--- config.mk ---
export PLATFORM = sky130hd
export DESIGN_NAME = pbus_host_port
export DESIGN_NICKNAME = d
export VERILOG_FILES = /design/src/rtl/pbus_pkg.sv /design/src/rtl/pbus_strobe_sync.sv /design/src/rtl/pbus_nibble_seq.sv /design/src/rtl/pbus_read_mux.sv /design/src/rtl/pbus_host_port.sv
export SDC_FILE = /design/constraint.sdc
export NUM_CORES = 1
export LEC_CHECK = 0
export BUFFER_PORTS_ARGS = -buffer_cell sky130_fd_sc_hd__buf_4
export CAP_MARGIN = 15
export CORE_MARGIN = 5
export CORE_UTILIZATION = 46
export DETAILED_ROUTE_END_ITERATION = 10
export PLACE_DENSITY = 0.74
export SETUP_SLACK_MARGIN = 0.05
export SLEW_MARGIN = 20
export SYNTH_ARGS = -nofsm -noshare
export SYNTH_HDL_FRONTEND = slang
export SYNTH_HIERARCHICAL = 1
export SYNTH_SLANG_ARGS = --single-unit
--- constraint.sdc ---
create_clock -name clk -period 1.2 [get_ports clk]
set_clock_uncertainty 0.15 [all_clocks]
set_input_delay 0.18 -clock clk [delete_from_list [all_inputs] [get_ports clk]]
set_output_delay 0.18 -clock clk [all_outputs]
set_load 0.02 [all_outputs]
--- src/rtl/pbus_pkg.sv ---
package pbus_pkg;
  localparam int BUS_W = 8;
  localparam int NIB_W = BUS_W / 2;

  // Pin snapshot taken while the strobe is high.
  typedef struct packed {
    logic             sel;
    logic             rd;
    logic [BUS_W-1:0] d;
  } pin_snap_t;

  // Width instruction: bits 7..5 = 001, bit 4 chooses the width.
  localparam logic [2:0] WIDTH_OP = 3'b001;
  localparam int         WIDTH_BIT = 4;

  function automatic logic is_width_op(input logic [BUS_W-1:0] b);
    return b[BUS_W-1 -: 3] == WIDTH_OP;
  endfunction
endpackage

--- src/rtl/pbus_strobe_sync.sv ---
module pbus_strobe_sync #(
  parameter int STAGES = 2
) (
  input  logic clk,
  input  logic rst_n,
  input  logic strobe_i,
  output logic level_o,
  output logic fall_o
);
  logic [STAGES-1:0] chain_q;
  logic              prev_q;

  always_ff @(posedge clk or negedge rst_n) begin
    if (!rst_n) chain_q[0] <= 1'b0;
    else        chain_q[0] <= strobe_i;
  end

  generate
    for (genvar i = 1; i < STAGES; i++) begin : g_stage
      always_ff @(posedge clk or negedge rst_n) begin
        if (!rst_n) chain_q[i] <= 1'b0;
        else        chain_q[i] <= chain_q[i-1];
      end
    end
  endgenerate

  always_ff @(posedge clk or negedge rst_n) begin
    if (!rst_n) prev_q <= 1'b0;
    else        prev_q <= chain_q[STAGES-1];
  end

  assign level_o = chain_q[STAGES-1];
  assign fall_o  = prev_q & ~chain_q[STAGES-1];
endmodule

--- src/rtl/pbus_nibble_seq.sv ---
module pbus_nibble_seq
  import pbus_pkg::*;
(
  input  logic             clk,
  input  logic             rst_n,
  input  logic             fall_i,
  input  pin_snap_t        snap_i,
  output logic [BUS_W-1:0] byte_o,
  output logic             kind_o,
  output logic             vld_o,
  output logic             ack_o,
  output logic             wide_o,
  output logic             phase_o
);
  logic [BUS_W-1:0] byte_q, byte_n;
  logic             kind_q, kind_n;
  logic             vld_q, vld_n;
  logic             ack_q, ack_n;
  logic             wide_q, wide_n;
  logic             phase_q, phase_n;
  logic [NIB_W-1:0] hold_q, hold_n;
  logic [BUS_W-1:0] assembled;
  logic             done;

  always_comb begin
    byte_n    = byte_q;
    kind_n    = kind_q;
    vld_n     = 1'b0;
    ack_n     = 1'b0;
    wide_n    = wide_q;
    phase_n   = phase_q;
    hold_n    = hold_q;
    assembled = byte_q;
    done      = 1'b0;
    if (fall_i) begin
      if (snap_i.rd) begin
        if (wide_q) begin
          ack_n = 1'b1;
        end else begin
          ack_n   = phase_q;
          phase_n = ~phase_q;
        end
      end else if (wide_q) begin
        assembled = snap_i.d;
        done      = 1'b1;
      end else if (!phase_q) begin
        hold_n  = snap_i.d[BUS_W-1 -: NIB_W];
        phase_n = 1'b1;
      end else begin
        assembled = {hold_q, snap_i.d[BUS_W-1 -: NIB_W]};
        done      = 1'b1;
        phase_n   = 1'b0;
      end
      if (done) begin
        byte_n = assembled;
        kind_n = snap_i.sel;
        vld_n  = 1'b1;
        if (!snap_i.sel && is_width_op(assembled)) begin
          wide_n  = assembled[WIDTH_BIT];
          phase_n = 1'b0;
        end
      end
    end
  end

  always_ff @(posedge clk or negedge rst_n) begin
    if (!rst_n) begin
      byte_q  <= '0;
      kind_q  <= 1'b0;
      vld_q   <= 1'b0;
      ack_q   <= 1'b0;
      wide_q  <= 1'b1;
      phase_q <= 1'b0;
      hold_q  <= '0;
    end else begin
      byte_q  <= byte_n;
      kind_q  <= kind_n;
      vld_q   <= vld_n;
      ack_q   <= ack_n;
      wide_q  <= wide_n;
      phase_q <= phase_n;
      hold_q  <= hold_n;
    end
  end

  assign byte_o  = byte_q;
  assign kind_o  = kind_q;
  assign vld_o   = vld_q;
  assign ack_o   = ack_q;
  assign wide_o  = wide_q;
  assign phase_o = phase_q;
endmodule

--- src/rtl/pbus_read_mux.sv ---
module pbus_read_mux
  import pbus_pkg::*;
(
  input  logic [BUS_W-1:0] rdback_i,
  input  logic             wide_i,
  input  logic             phase_i,
  input  logic             strobe_i,
  input  logic             rd_i,
  output logic [BUS_W-1:0] d_o,
  output logic             oe_o
);
  logic [NIB_W-1:0] nib;

  always_comb begin
    nib = phase_i ? rdback_i[NIB_W-1:0] : rdback_i[BUS_W-1 -: NIB_W];
    if (wide_i) d_o = rdback_i;
    else        d_o = {nib, {NIB_W{1'b0}}};
  end

  assign oe_o = strobe_i & rd_i;
endmodule

--- src/rtl/pbus_host_port.sv ---
module pbus_host_port
  import pbus_pkg::*;
#(
  parameter int SYNC_STAGES = 2
) (
  input  logic             clk,
  input  logic             rst_n,
  input  logic [BUS_W-1:0] bus_d_i,
  output logic [BUS_W-1:0] bus_d_o,
  output logic             bus_d_oe,
  input  logic             sel_i,
  input  logic             rd_i,
  input  logic             strobe_i,
  input  logic [BUS_W-1:0] rdback_i,
  output logic [BUS_W-1:0] byte_o,
  output logic             byte_is_data_o,
  output logic             byte_vld_o,
  output logic             rd_ack_o,
  output logic             wide_o
);
  logic      rst_meta_q, rst_int_n;
  logic      strobe_lvl, strobe_fall;
  pin_snap_t snap_q, snap_n;
  logic      nib_phase;

  // Asynchronous assertion, synchronous release.
  always_ff @(posedge clk or negedge rst_n) begin
    if (!rst_n) begin
      rst_meta_q <= 1'b0;
      rst_int_n  <= 1'b0;
    end else begin
      rst_meta_q <= 1'b1;
      rst_int_n  <= rst_meta_q;
    end
  end

  pbus_strobe_sync #(.STAGES(SYNC_STAGES)) u_sync (
    .clk      (clk),
    .rst_n    (rst_int_n),
    .strobe_i (strobe_i),
    .level_o  (strobe_lvl),
    .fall_o   (strobe_fall)
  );

  // Pins are sampled every cycle the synchronised strobe is high.
  always_comb begin
    snap_n = snap_q;
    if (strobe_lvl) begin
      snap_n.sel = sel_i;
      snap_n.rd  = rd_i;
      snap_n.d   = bus_d_i;
    end
  end

  always_ff @(posedge clk or negedge rst_int_n) begin
    if (!rst_int_n) snap_q <= '0;
    else            snap_q <= snap_n;
  end

  pbus_nibble_seq u_seq (
    .clk     (clk),
    .rst_n   (rst_int_n),
    .fall_i  (strobe_fall),
    .snap_i  (snap_q),
    .byte_o  (byte_o),
    .kind_o  (byte_is_data_o),
    .vld_o   (byte_vld_o),
    .ack_o   (rd_ack_o),
    .wide_o  (wide_o),
    .phase_o (nib_phase)
  );

  pbus_read_mux u_rmux (
    .rdback_i (rdback_i),
    .wide_i   (wide_o),
    .phase_i  (nib_phase),
    .strobe_i (strobe_i),
    .rd_i     (rd_i),
    .d_o      (bus_d_o),
    .oe_o     (bus_d_oe)
  );
endmodule

==> impl_metrics.py <==
metrics = {
    "run_status": {
        "status": "complete, but fails checks",
        "violations": "negative setup slack",
    },
    "timing": {
        "setup_violations": 32,
        "rsz0062_at_grt": "yes",
        "final.period_utilization_pct": 176,
        "setup_ws_ps": -915,
        "finalMaxSlewViolations": 0,
        "fmax_ghz": 0.473,
        "fin_crit_ps": 2110,
        "hold_violations": 0,
    },
    "cts": {
        "insertion_delay_ps": 330,
        "clockBufferDepth": 2,
        "numCtsBuffers": 5,
        "clkTransAtPathRegs_ps": 90,
        "cts_tree": "built",
        "cts_sinks": 32,
        "htree_levels": 2,
        "root_buffer": "clkbuf_4",
    },
    "placed_design": {
        "dp_slack_ps": -907,
        "placedCellCount": 222,
        "place.gp.congestion": 0.872,
        "port_buffers": 41,
        "dp_hpwl_mm": 2.78,
    },
    "cells_and_area": {
        "nets": 232,
        "largest_reg_flops": 10,
        "areaGrowthSynthToFinish_pct": 70.9,
        "diodes": 0,
        "final_cells": 255,
        "drive_above_1_share_pct": 64.0,
        "largest-register": "snap_q",
        "fill_cells": 178,
    },
    "global_route": {
        "grt_max_degree": 31,
        "grt_overflow": 0,
        "grtUsageTotal_pct": 20.7,
        "grt_pass1_wl_mm": 6.87,
        "antenna_found_initial": 0,
        "grt_pass1_vias": 1420,
    },
    "synthesis": {
        "synth_seq_cells": 32,
        "ys_types": 35,
        "syn_area_per_cell_um2": 13.3,
        "ys_seq_area_share_pct": 53.1,
        "synth_nets": 136,
        "yosys_warnings": 6,
        "synthCells": 114,
        "syn_area_mm2": 0.00151,
    },
    "floorplanning": {
        "die_w_um": 67.3,
        "initial_utilization_pct": 48.7,
        "rows": 20,
        "core_area_mm2": 0.00310,
        "die_area_mm2": 0.00453,
        "die_y_um": 67.3,
        "ios": 42,
    },
    "critical_path": {
        "ff2ff_path_depth": 6,
        "timing.rr.end": "u_seq/wide_o",
        "crit_path_cell_trace": "inv_4, ha_4, or3b_4, nor2_2, nor4b_4, mux2_4",
        "worst-path-buf-inv": 1,
        "required_ps": 1310,
        "critPathCaptureType": "flip-flop",
        "regToRegStartpoint": "u_seq/wide_o",
        "crit_family": "simple AND/OR/NAND/NOR gates",
        "r2r_setup_slack_ps": -910,
        "critPathMaxStageDelay_ps": 600,
        "path_class": "flip-flop to flip-flop",
        "startpoint_type": "flip-flop",
        "slowest_stage": "dfstp_2",
        "worst-path-max-fanout": 4,
        "arrival_ps": 2230,
    },
    "drt": {
        "vias": 1271,
        "routed_wirelength_mm": 4.33,
        "drtPass1Iterations": 4,
        "via_per_inst": 4.98,
        "drtIter0Drc": 38,
        "ant_nets": 0,
        "drc_errors": 0,
        "wire_per_inst_um": 17.0,
    },
    "hold_path": {
        "holdCritPathClass": "flip-flop to async pin",
    },
    "pwr": {
        "power_density_mw_per_mm2": 1850,
        "ir_drop_mv": 1.27,
        "p_leak_uw": 0.00124,
    },
    "run": {
        "drv_cap": 0,
    },
}
## cell usage after synthesis
| cell | count | area [um^2] |
|---|---|---|
| dfrtp_1 | 31 | 776 |
| mux2_4 | 14 | 210 |
| nand2_1 | 8 | 30.0 |
| mux2_2 | 6 | 67.6 |
| o21ai_0 | 5 | 25.0 |
| a22oi_1 | 4 | 30.0 |
| and2_2 | 4 | 30.0 |
| a21oi_1 | 3 | 15.0 |
| and3_1 | 3 | 18.8 |
| inv_1 | 3 | 11.3 |
| nor2_1 | 3 | 11.3 |
| or4b_1 | 3 | 30.0 |
| and2_1 | 2 | 12.5 |
| buf_2 | 2 | 10.0 |
| nor2b_4 | 2 | 27.5 |
| or3b_2 | 2 | 17.5 |
| a211oi_1 | 1 | 7.51 |
| a2bb2oi_1 | 1 | 8.76 |
| a31oi_1 | 1 | 6.26 |
| and3b_1 | 1 | 8.76 |
| buf_6 | 1 | 11.3 |
| clkbuf_1 | 1 | 3.75 |
| clkinv_1 | 1 | 3.75 |
| conb_1 | 1 | 3.75 |
| dfstp_2 | 1 | 26.3 |
| ha_1 | 1 | 12.5 |
| mux2_1 | 1 | 11.3 |
| nand2b_1 | 1 | 6.26 |
| nor4b_1 | 1 | 8.76 |
| nor4b_4 | 1 | 23.8 |
| o211a_2 | 1 | 10.0 |
| o21ba_2 | 1 | 10.0 |
| o221a_2 | 1 | 11.3 |
| o221ai_1 | 1 | 8.76 |
| o22ai_1 | 1 | 6.26 |
## how the worst max path moves through the flow
| stage | start | to | slack (ps) | depth (start not counted) |
|---|---|---|---|---|
| after floorplan | u_seq/wide_o | u_seq/wide_o | -1050 | 7 |
| after global placement | u_seq/wide_o | u_seq/wide_o | -830 | 4 |
| after detailed placement | u_seq/wide_o | u_seq/wide_o | -910 | 6 |
| after CTS | u_seq/wide_o | u_seq/wide_o | -880 | 6 |
| after global routing | u_seq/wide_o | u_seq/wide_o | -960 | 6 |
| final | u_seq/wide_o | u_seq/wide_o | -910 | 6 |
## metrics by stage
step                total power, uW  util [%]  setup TNS, ps  cell area, um^2  hold slack (ps)
floorplan                      2620         -         -13240             1550             -266
global placement               3410      67.2         -13650             2080             -188
detailed placement             3480      67.2         -14920             2080             -187
CTS                            4680      82.4         -17890             2560             95.1
global route                   5020      83.3         -19650             2580              120
finish                         4770      83.3         -17930             2580             89.1
## cell type report
type / instances / area [um^2] / area share, %
Clock buffer: 8 / 58.8 / 2.28
Inverter: 4 / 22.5 / 0.872
Multi-Input combinational cell: 74 / 773 / 29.9
Sequential cell: 32 / 806 / 31.2
Tap cell: 44 / 55.1 / 2.13
Timing Repair Buffer: 93 / 868 / 33.6
## cell usage in the layout (no fill, tap or decap), types with 2 or more instances in the layout
| cell type | instances |
|---|---|
| a21oi_1 | 3 |
| a22oi_2 | 3 |
| and2_1 | 2 |
| and2_4 | 4 |
| and3_1 | 3 |
| buf_12 | 2 |
| buf_4 | 48 |
| buf_6 | 30 |
| clkbuf_1 | 2 |
| clkbuf_4 | 5 |
| dfrtp_1 | 28 |
| dfrtp_2 | 3 |
| dlygate4sd3_1 | 13 |
| inv_1 | 2 |
| mux2_2 | 2 |
| mux2_4 | 19 |
| nand2_1 | 8 |
| nor2b_4 | 2 |
| nor4b_4 | 2 |
| o21ai_1 | 4 |
| or3b_4 | 2 |
| or4b_1 | 2 |
## routing by layer
metal / wire [um] / track usage [%] / part of all wire, % / vias up
met1: 1770 / 23.4 / 41 / 628
met5: 0 / 0 / 0 / -
met3: 136 / 5.16 / 3.1 / 13
met2: 2310 / 36.6 / 53 / 26
li1: - / - / - / 604
met4: 115 / 9.11 / 2.7 / 0
## kinds of logic after synthesis
group | Yosys count | synth area share [%]
flops | 32 | 53.1
fa+ha+maj | 1 | 0.828
other cells | 1 | 0.248
simple gates | 31 | 14.9
compound gates | 20 | 9.19
mux | 21 | 19.1
buf+inv | 8 | 2.65
## where the power goes
part	switching [uW]	internal, uW
logic	1050	1510
registers	229	1340
clock network	352	289
total	1640	3140
## timing repair
action | 4_1_cts | 5_1_grt
pin swaps | 4 | 4
setup endpoints to repair | 47 | 47
hold buffers | 13 | 0
hold endpoints to repair | 13 | 0
buffers inserted | 10 | 4
gates resized for setup | 57 | 6
(Power assumes the default switching activity.)
